--- src/rtl/pmode_pkg.sv ---
package pmode_pkg;
  localparam int ST_EXL = 1;
  localparam int ST_ERL = 2;
  localparam int ST_R0  = 3;
  localparam int ST_UM  = 4;
  localparam int ST_UX  = 5;
  localparam int ST_BEV = 22;
  localparam int ST_PX  = 23;
  localparam int ST_CU0 = 28;
  localparam int ST_CU1 = 29;

  typedef enum logic [2:0] {
    MODE_KERNEL = 3'b001,
    MODE_SUPER  = 3'b010,
    MODE_USER   = 3'b100
  } pmode_e;

  typedef struct packed {
    pmode_e mode;
    logic   cp0_en;
    logic   fpu_en;
    logic   a64_en;
  } pflags_t;

  localparam pflags_t FLAGS_RST = '{mode: MODE_KERNEL, cp0_en: 1'b1, fpu_en: 1'b0, a64_en: 1'b1};
endpackage

--- src/rtl/pmode_status_reg.sv ---
module pmode_status_reg
  import pmode_pkg::*;
#(
  parameter int           W       = 32,
  parameter logic [W-1:0] WMASK   = 32'h3678_FF1F,
  parameter logic [W-1:0] RST_VAL = 32'h0040_0004
) (
  input  logic         clk_i,
  input  logic         rst_ni,
  input  logic         we_i,
  input  logic [W-1:0] wdata_i,
  input  logic         exc_i,
  input  logic         err_i,
  output logic [W-1:0] status_o
);
  localparam logic [W-1:0] ERR_SET = (W'(1) << ST_ERL) | (W'(1) << ST_BEV);
  localparam logic [W-1:0] EXC_SET = W'(1) << ST_EXL;

  logic [W-1:0] st_q;

  // events outrank software writes; reset/NMI outranks exception
  always_ff @(posedge clk_i or negedge rst_ni) begin
    if (!rst_ni)    st_q <= RST_VAL;
    else if (err_i) st_q <= st_q | ERR_SET;
    else if (exc_i) st_q <= st_q | EXC_SET;
    else if (we_i)  st_q <= (wdata_i & WMASK) | (st_q & ~WMASK);
  end

  assign status_o = st_q;

  p_ro_stable_r8: assert property (@(posedge clk_i) disable iff (!rst_ni)
    $stable(st_q & ~WMASK));
  p_err_sets_r9: assert property (@(posedge clk_i) disable iff (!rst_ni)
    err_i |=> (st_q[ST_ERL] && st_q[ST_BEV]));
  p_exc_sets_r9: assert property (@(posedge clk_i) disable iff (!rst_ni)
    (exc_i && !err_i) |=> st_q[ST_EXL]);
  p_err_blocks_r11: assert property (@(posedge clk_i) disable iff (!rst_ni)
    err_i |=> (((st_q ^ $past(st_q)) & ~ERR_SET) == '0));
  p_exc_blocks_r11: assert property (@(posedge clk_i) disable iff (!rst_ni)
    (exc_i && !err_i) |=> (((st_q ^ $past(st_q)) & ~EXC_SET) == '0));
endmodule

--- src/rtl/pmode_dbg_flag.sv ---
module pmode_dbg_flag (
  input  logic clk_i,
  input  logic rst_ni,
  input  logic entry_i,
  input  logic ret_i,
  output logic dbg_o
);
  logic dbg_q;

  always_ff @(posedge clk_i or negedge rst_ni) begin
    if (!rst_ni)      dbg_q <= 1'b0;
    else if (entry_i) dbg_q <= 1'b1;
    else if (ret_i)   dbg_q <= 1'b0;
  end

  assign dbg_o = dbg_q;

  p_dbg_entry_r11: assert property (@(posedge clk_i) disable iff (!rst_ni)
    entry_i |=> dbg_q);
  p_dbg_ret_r9: assert property (@(posedge clk_i) disable iff (!rst_ni)
    (ret_i && !entry_i) |=> !dbg_q);
endmodule

--- src/rtl/pmode_decode.sv ---
module pmode_decode
  import pmode_pkg::*;
#(
  parameter int W = 32
) (
  input  logic [W-1:0] status_i,
  input  logic         dbg_i,
  output pflags_t      flags_o
);
  logic   base_ok;
  pmode_e mode;

  assign base_ok = !status_i[ST_EXL] && !status_i[ST_ERL] && !dbg_i;

  // UM+R0 together is reserved: user wins
  always_comb begin
    mode = MODE_KERNEL;
    if (base_ok && status_i[ST_UM])      mode = MODE_USER;
    else if (base_ok && status_i[ST_R0]) mode = MODE_SUPER;
  end

  always_comb begin
    flags_o.mode   = mode;
    flags_o.cp0_en = status_i[ST_CU0] || (mode == MODE_KERNEL);
    flags_o.fpu_en = status_i[ST_CU1];
    flags_o.a64_en = (mode != MODE_USER) || status_i[ST_PX] || status_i[ST_UX];
  end
endmodule

--- src/rtl/pmode_flag_reg.sv ---
module pmode_flag_reg
  import pmode_pkg::*;
(
  input  logic    clk_i,
  input  logic    rst_ni,
  input  pflags_t flags_d,
  output pflags_t flags_q
);
  pflags_t q;

  always_ff @(posedge clk_i or negedge rst_ni) begin
    if (!rst_ni) q <= FLAGS_RST;
    else         q <= flags_d;
  end

  assign flags_q = q;

  p_mode_onehot_r4: assert property (@(posedge clk_i) disable iff (!rst_ni)
    $countones(q.mode) == 1);
  p_kernel_cp0_r5: assert property (@(posedge clk_i) disable iff (!rst_ni)
    (q.mode == MODE_KERNEL) |-> q.cp0_en);
  p_kernel_a64_r7: assert property (@(posedge clk_i) disable iff (!rst_ni)
    (q.mode != MODE_USER) |-> q.a64_en);
endmodule

--- src/rtl/pmode_unit.sv ---
module pmode_unit
  import pmode_pkg::*;
#(
  parameter int           W         = 32,
  parameter logic [W-1:0] WMASK     = 32'h3678_FF1F,
  parameter logic [W-1:0] RST_VAL   = 32'h0040_0004,
  parameter logic [W-1:0] RESET_VEC = 32'hBFC0_0000
) (
  input  logic         clk_i,
  input  logic         rst_ni,
  input  logic         status_we_i,
  input  logic [W-1:0] status_wdata_i,
  input  logic         exc_entry_i,
  input  logic         err_entry_i,
  input  logic         dbg_entry_i,
  input  logic         dbg_ret_i,
  output logic [W-1:0] status_o,
  output logic         dbg_mode_o,
  output logic [2:0]   mode_o,
  output logic         cp0_en_o,
  output logic         fpu_en_o,
  output logic         a64_en_o,
  output logic         pc_load_o,
  output logic [W-1:0] pc_vec_o
);
  logic [W-1:0] status;
  logic         dbg;
  pflags_t      flags_d, flags_q;
  logic         pc_load_q;

  pmode_status_reg #(.W(W), .WMASK(WMASK), .RST_VAL(RST_VAL)) u_status (
    .clk_i, .rst_ni,
    .we_i(status_we_i), .wdata_i(status_wdata_i),
    .exc_i(exc_entry_i), .err_i(err_entry_i),
    .status_o(status)
  );

  pmode_dbg_flag u_dbg (
    .clk_i, .rst_ni,
    .entry_i(dbg_entry_i), .ret_i(dbg_ret_i),
    .dbg_o(dbg)
  );

  pmode_decode #(.W(W)) u_dec (
    .status_i(status), .dbg_i(dbg), .flags_o(flags_d)
  );

  pmode_flag_reg u_flags (
    .clk_i, .rst_ni, .flags_d(flags_d), .flags_q(flags_q)
  );

  always_ff @(posedge clk_i or negedge rst_ni) begin
    if (!rst_ni) pc_load_q <= 1'b0;
    else         pc_load_q <= err_entry_i;
  end

  assign status_o   = status;
  assign dbg_mode_o = dbg;
  assign mode_o     = flags_q.mode;
  assign cp0_en_o   = flags_q.cp0_en;
  assign fpu_en_o   = flags_q.fpu_en;
  assign a64_en_o   = flags_q.a64_en;
  assign pc_load_o  = pc_load_q;
  assign pc_vec_o   = RESET_VEC;

  p_user_cond_r2: assert property (@(posedge clk_i) disable iff (!rst_ni)
    (mode_o == MODE_USER) |-> $past(status[ST_UM] && !status[ST_EXL] && !status[ST_ERL] && !dbg));
  p_event_kernel_r10: assert property (@(posedge clk_i) disable iff (!rst_ni)
    (exc_entry_i || err_entry_i || dbg_entry_i) |=> ##1 (mode_o == MODE_KERNEL && cp0_en_o && a64_en_o));
  p_pc_pulse_r9: assert property (@(posedge clk_i) disable iff (!rst_ni)
    err_entry_i |=> pc_load_o);
endmodule

--- config.mk ---
export PLATFORM = sky130hd
export DESIGN_NAME = pmode_unit
export DESIGN_NICKNAME = d
export VERILOG_FILES = /design/src/rtl/pmode_pkg.sv /design/src/rtl/pmode_status_reg.sv /design/src/rtl/pmode_dbg_flag.sv /design/src/rtl/pmode_decode.sv /design/src/rtl/pmode_flag_reg.sv /design/src/rtl/pmode_unit.sv
export SDC_FILE = /design/constraint.sdc
export NUM_CORES = 1
export LEC_CHECK = 0
export BUFFER_PORTS_ARGS = -buffer_cell sky130_fd_sc_hd__buf_2
export CORE_ASPECT_RATIO = 2
export CORE_MARGIN = 2
export CORE_UTILIZATION = 40
export CTS_CLUSTER_SIZE = 14
export DETAILED_ROUTE_END_ITERATION = 16
export GPL_TIMING_DRIVEN = 1
export HOLD_SLACK_MARGIN = 0.12
export PLACE_DENSITY = 0.8
export SYNTH_ARGS = -nofsm -noshare
export SYNTH_HDL_FRONTEND = slang
export SYNTH_SLANG_ARGS = --single-unit
--- constraint.sdc ---
create_clock -name clk_i -period 1.7 [get_ports clk_i]
set_input_delay 0.34 -clock clk_i [delete_from_list [all_inputs] [get_ports clk_i]]
set_output_delay 0.34 -clock clk_i [all_outputs]
set_load 0.01 [all_outputs]
# --- After elaboration in Yosys (flattened, before gate mapping) ---
# Cells that the tools add are included.
word_totals:
  input_bits: 39
  register_bits: 40
op_classes:
  n_bitwise: 3
  n_reduce_logical: 16
  n_eq_ne: 3
  muxes: 7
op_table:
  columns: ["op", "count"]
  rows:
  - ["23-bit two-way mux", 3]
  - ["30-bit by 32-bit OR with 32-bit output", 1]
  - ["2-bit nonzero test", 3]
  - ["1-bit logical AND", 4]
  - ["2-bit AND reduction", 2]
  - ["3-bit by 1-bit == test with 1-bit output, second input constant", 1]
  - ["1-bit zero test", 3]
  - ["1-bit logical OR", 3]
  - ["3-bit two-way mux", 1]
  - ["3-bit inequality test, second input constant", 1]
  - ["3-bit AND reduction", 1]
  - ["1-bit two-way mux", 2]
  - ["2-bit two-way mux", 1]
  - ["2-bit by 1-bit inequality test with 1-bit output, second input constant", 1]
  - ["1-bit NOT", 2]

# --- Logic depth before layout (Yosys ltp) ---
# Gate-level depths: netlist (run 1).
logic_depth:
  depth_word: 9
  mapped_depth: 4

# --- Modules after synthesis ---
# A second synthesis (run 1) with hierarchy kept.
unflattened:
  hier_cells: 119
  area_unflattened_um2: 1492.7
modules_own_cells:
  columns: ["mod", "cells_each", "area_each_um2", "instances", "seq_area_each_um2"]
  rows:
  - ["pmode_status_reg", 66, 970.9, 1, 528.0]
  - ["pmode_unit", 35, 272.8, 1, 25.0]
  - ["pmode_flag_reg", 6, 153.9, 1, 153.9]
  - ["pmode_decode", 9, 58.8, 1, 0.0]
  - ["pmode_dbg_flag", 3, 36.3, 1, 25.0]

# --- Worst setup path after synthesis (run 1) ---
# OpenSTA, ideal clock, no wires.
synth_path:
  path_type: "input-to-reg"
  start: "input port err_entry_i"
  end: "register u_status.st_q[14] (netlist: u_status.status_o[14])"
  setup_slack_ns: 0.473
  path_buffers: 2
  t_required_ns: 1.575
  t_arrival_ns: 1.102
  stages: 4
  cell_sequence: "nor3b_2 > buf_6 > buf_12 > mux2_4"
synth_via:
  elab_chain_cells: 2
synth_lines:
  columns: ["item", "line_no", "source"]
  rows:
  - ["from (decl)", "pmode_unit.sv:14", "input logic err_entry_i,"]
  - ["1-bit NOT (no source line)", null, null]
  - ["3-bit AND reduction (no source line)", null, null]
  - ["to (signal assigned)", "pmode_status_reg.sv:24", "else if (err_i) st_q <= st_q | ERR_SET;"]
  - ["to (signal assigned)", "pmode_status_reg.sv:25", "else if (exc_i) st_q <= st_q | EXC_SET;"]
  - ["to (signal assigned)", "pmode_status_reg.sv:26", "else if (we_i) st_q <= (wdata_i & WMASK) | (st_q & ~WMASK);"]
  - ["to (decl)", "pmode_status_reg.sv:19", "logic [W-1:0] st_q;"]
# Every way passes these cells.
# A chain may end at the register's enable or synchronous reset.

# --- Worst setup path in the final report (run 1) ---
layout_path:
  start: "register u_status.st_q[2] (netlist: u_status.status_o[2])"
  end: "output port status_o[2]"
layout_lines:
  columns: ["item", "line_no", "source"]
  rows:
  - ["to (decl)", "pmode_unit.sv:17", "output logic [W-1:0] status_o,"]
# No word-level cell between the ends.

==> implementation parameters, run 1 <==
Parameter                              Value

Placement
  # placed instances ... 218
  Post-DP Area ... ~0.0016 mm2
  DPL Wire Length ... 1.87 mm
  Count of input and output buffers ... between 50 and 60
  Routability-driven placement congestion ratio ... between 0.7 and 0.8
  Worst-case setup slack after placement ... 0.309 ns

STA
  Final max-slew violation count ... 0
  Shortest period the worst path allows ... 1.27 ns
  Transition time at the pin with the least slew margin ... 0.645 ns
  Final setup TNS ... 0 ns
  Setup skew after layout ... 0.00207 ns
  Period utilisation layout ... 74.7%
  Worst max-slew margin expressed relative to the limit ... a little under three fifths
  Hold Vio Cnt, Final ... 0
  Max Clk Rate ... 788 MHz
  Min Hold Slack ... 0.250 ns
  Setup violators final ... 0
  Setup slack of the critical path after layout ... between 0.4 and 0.5 ns
  RSZ-0062 raised after global routing ... no

Floorplanning
  Die extent in y ... 89.8 um
  CORE AREA ... 0.00357 mm2
  Row Count ... 31
  IO Pins ... 111
  Die boundary width ... 46.9 um
  Area enclosed by the die boundary ... 0.00421 mm2
  Starting utilization of the core area ... 41.2%

Detailed routing
  Routed length per placed instance ... 10.5 um
  Detailed-route DRC error count ... 0
  Final antenna-violating net count ... 0
  Detailed-route via count ... 909
  Wire length after detailed routing ... around 2.4 mm
  Per-cell via count in the routed design ... 4.00
  Initial detailed-routing violation count ... 7
  Drt pass-1 iters ... 4

Clock tree
  Maximum level of the CTS H-tree ... 2
  CTS sink count ... 29
  Clock transition at the registers of the reported paths ... 0.06 ns
  Clock Latency Late Sink ... 0.27 ns
  Number of buffers created by CTS ... 5
  Root buffer cell ... clkbuf_8
  CTS tree ... done
  Maximum buffer depth of the clock tree ... 2
  # resized after CTS ... 0

Critical path
  Reg2Reg Launch Point ... u_status.status_o[1]
  Logic depth of the worst register-to-register path ... 2
  Critical path data required time ... 1.36 ns
  Category of the worst setup path launch point ... register
  Largest stage delay on the critical path ... 0.54 ns
  Crit path DAT ... approximately 0.93 ns
  Critical path class ... reg2out
  Biggest fanout along the worst timing path ... 3
  Crit-path leading delay family ... flip-flops
  Reg2Reg Capture Point ... u_flags.flags_q[4]
  Setup slack of the most critical reg-to-reg path ... approximately 0.65 ns
  Crit end category ... primary output
  Cell-by-cell listing of the critical path ... buf_2
  Buffering stage count on the worst path with inverters included ... 1
  Critical Path Slowest Stage Cell ... dfstp_2

Global route
  Pin count of the biggest net entering global routing ... 30
  Overflow left after global routing ... 0
  Antenna violations before repair ... 0
  Global-route wire length before repair ... 3.81 mm
  Vias in the first global route ... 849
  Overall Global Routing Usage ... 12.6%

Synthesis
  Synthesized cell area ... 0.00147 mm2
  Number of standard cells after synthesis ... 117
  Yosys warning count ... 0
  Combinational family with the most area after synthesis ... buffers and inverters
  Distinct cell type count of the synthesized netlist ... 21
  Post-synthesis adder-cell area fraction ... 0%
  Number of enable-type register cells in the synthesized netlist ... 0
  Average footprint of a synthesized cell ... ~13 um2
  Area share of and/or/nand/nor cells after synthesis ... 3.91%
  Synthesis-stage register bit count ... 29
  Post-synthesis mux area share ... 16.1%
  Asr flop ratio synth ... 100%
  Top FF cell, synth ... dfrtp_1
  Register area share after synthesis ... 49.7%
  Fraction of the mapped netlist area in compound gates ... under 10%
  Xor and xnor fraction of the mapped netlist area ... 0%

Run
  Number of violations of the max-capacitance limit ... 0

Power
  LEAKAGE ... 0.930 nW
  Pwr per Cell Area ... 1000 mW/mm2
  Post-layout total power ... 1.73 mW
  VDD IR max ... ~0.6 mV

Final layout
  Final layout net count ... 216
  Finished Cell Area ... approximately 0.0017 mm2
  Share of post-route cells with drive strength above 1 ... 49.4%
  P&R area growth vs syn ... 17.2%
  Final Core Density ... 48.3%
  Count of non-filler cells in the finished layout ... between 200 and 250
  Antenna diode count ... 0

Worst hold path
  Endpoint with the worst hold slack ... u_dbg.dbg_o
  Type of the worst min-delay path ... in2reg
  Hold path startpoint ... dbg_entry_i
  Worst hold path cell count ... 2

Status
  Result of the run ... completed
-- routing by layer --
layer / global-route usage, % / vias up / routed length, um
li1: - / 412 / -
met1: 11.5 / 429 / 754
met2: 22.3 / 66 / 1410
met3: 4.42 / 2 / 212
met5: 0 / - / 0
met4: 6.25 / 0 / 18
-- cell families after synthesis --
family / after synthesis
buf+inv: 53
other cells: 2
flops: 29
mux: 18
compound gates: 7
simple gates: 8
-- what timing repair did --
item / 4_1_cts / 5_1_grt
hold buffers: 1 / 0
endpoints found under the hold margin: 24 / 0
setup endpoints to repair: 0 / 0
buffers inserted: 0 / 0
-- worst max path at each step --
stage / from / endpoint / slack, ns / cells after the start
2_1_floorplan: err_entry_i / u_status.status_o[14] / 0.47 / 4
4_1_cts: u_status.status_o[2] / status_o[2] / 0.41 / 1
3_3_place_gp: err_entry_i / u_status.status_o[0] / 0.32 / 4
3_5_place_dp: err_entry_i / u_status.status_o[0] / 0.31 / 4
5_1_grt: u_status.status_o[2] / status_o[2] / 0.38 / 1
6_report: u_status.status_o[2] / status_o[2] / 0.43 / 1
-- cell usage after synthesis (2+ instances only) --
cell	instances	share of area [%]
inv_1	7	1.8
mux2_2	9	6.9
dfstp_2	5	8.9
nand3b_1	2	1.0
mux2_4	9	9.2
dfrtp_1	24	41
conb_1	2	0.51
o211ai_1	3	1.5
buf_4	44	22
-- registers in the layout (all words and copies together) (netlist names) --
name               cells
u_status.status_o     21
pc_load_o              1
u_dbg.dbg_o            1
u_flags.flags_q        6
-- cell type report --
type / instances / area [um2]
flip-flops and latches: 29 / 732
clock inverters: 2 / 10.0
multi-input cells: 76 / 512
inverters: 7 / 26.3
well taps: 49 / 61.3
fillers: 352 / 1840
repair buffers: 58 / 310
clock buffers: 6 / 72.6
-- where the power goes --
group | internal (mW) | total, mW | switching [mW]
sequential | 0.788 | 0.844 | 0.0559
clock | 0.282 | 0.515 | 0.233
combinational | 0.185 | 0.372 | 0.187
total | 1.26 | 1.73 | 0.476
-- placed cells by master, fill, tap and decap left out, drive strengths merged --
cell | synthesis | layout
buf | 46 | 57
conb | 2 | 43
dfrtp | 24 | 24
mux2 | 18 | 18
inv | 7 | 7
clkbuf | 0 | 6
dfstp | 5 | 5
o211ai | 3 | 3
nand3b | 2 | 2
clkinv | 0 | 2
nor3 | 1 | 1
o21ai | 1 | 1
nand2 | 1 | 1
nor2b | 1 | 1
nor3b | 1 | 1
a21o | 1 | 1
and2 | 1 | 1
o21bai | 1 | 1
a22oi | 1 | 1
and3b | 1 | 1
dlygate4sd3 | 0 | 1
Power figures use the tool's default switching activity.
==> run 2, diff against run 1 <==
Clock period 1.7 ns to 1.2 ns, I/O delays scaled along.
==> run 2 against run 1 <==
Against the previous run:
- setup slack worse by 0.39 ns
- total power up 50%
- count of clock-buffer cells in the layout up 1
- critical path depth unchanged
- sequential cell count unchanged
- largest cell class unchanged
- critical endpoint unchanged
- critical path type unchanged
- hold slack worse by 0.10 ns
- sequential share of layout area down 1.5 points
- final area up 3.6%
- non-clock buffer count up 4
- clock power up 67%
- global-route usage about the same
==> implementation parameters, run 2 (same netlist as run 1, synthesis figures left out) <==
Parameter                              Value

Detailed routing
  Initial detailed-routing violation count ... 8
  Drt pass-1 iters ... 2
  Wire length after detailed routing ... 2.52 mm
  Detailed-route via count ... approximately 940
  Final antenna-violating net count ... 0
  Detailed-route DRC error count ... 0
  Per-cell via count in the routed design ... 4.08
  Routed length per placed instance ... 10.9 um

Critical path
  Crit-path leading delay family ... flip-flops
  Logic depth of the worst path, buffers included ... 1
  Largest stage delay on the critical path ... around 0.55 ns
  Critical Path Slowest Stage Cell ... dfstp_2
  Crit end category ... primary output
  Source of the critical timing path ... u_status.status_o[2]
  Reg2Reg Launch Point ... u_status.status_o[1]
  Reg2Reg Capture Point ... u_flags.flags_q[4]
  Cell-by-cell listing of the critical path ... buf_6
  Category of the worst setup path launch point ... register
  Buffering stage count on the worst path with inverters included ... 1
  Critical Path End ... status_o[2]
  Critical path data required time ... 0.96 ns
  Crit path DAT ... slightly above 0.9 ns
  Logic depth of the worst register-to-register path ... 2
  Critical path class ... reg2out
  Setup slack of the most critical reg-to-reg path ... 0.10 ns
  Biggest fanout along the worst timing path ... 3

Final layout
  Share of post-route cells with drive strength above 1 ... about 51%
  Filler cells ... 338
  P&R area growth vs syn ... 21.3%
  Commonest cells after routing, fill and taps aside ... 54 x buf_2, 43 x conb_1, 24 x dfrtp_1
  Final Core Density ... 50.0%
  Max FFs per register ... 21
  Final layout net count ... 220
  Antenna diode count ... 0
  Most common cell after layout, fill and taps aside ... buf_2

Global route
  Overflow left after global routing ... 0
  Global-route wire length before repair ... 3.78 mm
  Antenna violations before repair ... 0
  Vias in the first global route ... 867
  Pin count of the biggest net entering global routing ... 30
  Overall Global Routing Usage ... 12.6%

Power
  Post-layout total power ... 2.60 mW
  LEAKAGE ... between 0.9 and 1 nW
  Pwr per Cell Area ... ~1500 mW/mm2
  VDD IR max ... 0.694 mV

Worst hold path
  Type of the worst min-delay path ... in2reg

STA
  Min Hold Slack ... 0.150 ns
  Final setup TNS ... 0 ns
  Setup violators final ... 0
  Period utilisation layout ... 96.8%
  Final max-slew violation count ... 0
  Setup skew after layout ... ~0.0047 ns
  Setup slack of the critical path after layout ... 0.0382 ns
  Hold Vio Cnt, Final ... 0
  Shortest period the worst path allows ... 1.16 ns
  RSZ-0062 raised after global routing ... yes
  Max Clk Rate ... 861 MHz

Clock tree
  Maximum buffer depth of the clock tree ... 2
  Clock transition at the registers of the reported paths ... ~0.060 ns
  Root buffer cell ... clkbuf_8
  CTS tree ... done
  Maximum level of the CTS H-tree ... 2
  Clock Latency Late Sink ... roughly 0.27 ns
  Number of buffers created by CTS ... 5
  CTS sink count ... 29

Floorplanning
  IO Pins ... 111
  Area enclosed by the die boundary ... 0.00421 mm2
  Die extent in y ... 89.8 um
  CORE AREA ... 0.00357 mm2
  Die boundary width ... 46.9 um
  Starting utilization of the core area ... 41.2%
  Row Count ... 31

Placement
  Routability-driven placement congestion ratio ... around 0.77
  DPL Wire Length ... a little under 2 mm
  Worst-case setup slack after placement ... -0.108 ns
  Count of input and output buffers ... 56

Status
  Result of the run ... completed

Run
  Number of violations of the max-capacitance limit ... 0
[run 2: power breakdown]
part | total [mW] | internal [mW] | switching (mW)
Sequential | 1.20 | 1.12 | 0.0812
Combinational | 0.542 | 0.275 | 0.267
Clock | 0.860 | 0.517 | 0.343
Total | 2.60 | 1.91 | 0.691
[run 2: area by class of cell]
type	count	area, um2	share of cell area (%)
clock inverter	1	5.00	0.280
clock buffer	7	96.3	5.40
inverter	7	26.3	1.47
sequential	29	732	41.0
multi-input combinational	76	512	28.7
tap	49	61.3	3.43
timing repair buffer	62	353	19.8
[run 2: worst min-delay path by stage]
stage                      from                  to  slack [ns]  cells past startpoint
floorplan                rst_ni           pc_load_o       -0.06                      0
global placement         rst_ni  u_flags.flags_q[5]        0.26                      2
detailed placement       rst_ni  u_flags.flags_q[5]        0.27                      2
CTS                 dbg_entry_i         u_dbg.dbg_o        0.14                      2
global route        dbg_entry_i         u_dbg.dbg_o        0.14                      2
finish              dbg_entry_i         u_dbg.dbg_o        0.15                      2
[run 2: per-stage QoR]
| step | instance area [um2] | instances |
|---|---|---|
| 2_1_floorplan | 1630 | 158 |
| 3_3_place_gp | 1660 | 222 |
| 3_5_place_dp | 1660 | 222 |
| 4_1_cts | 1770 | 231 |
| 5_1_grt | 1790 | 231 |
| 6_report | 1790 | 231 |
[run 2: repair_timing]
| action | in CTS | in global routing |
|---|---|---|
| setup endpoints to repair | 0 | 2 |
| endpoints found under the hold margin | 24 | 0 |
| setup buffers | 0 | 0 |
| hold buffers | 1 | 0 |
| gates resized for setup | 0 | 2 |
[run 2: layer usage]
layer | part of all wire [%] | track usage (%) | vias up
met5 | 0 | 0 | -
met4 | 2.4 | 6.94 | 0
met3 | 8.9 | 3.21 | 5
met2 | 59 | 23.5 | 67
met1 | 30 | 10.3 | 451
li1 | - | - | 420
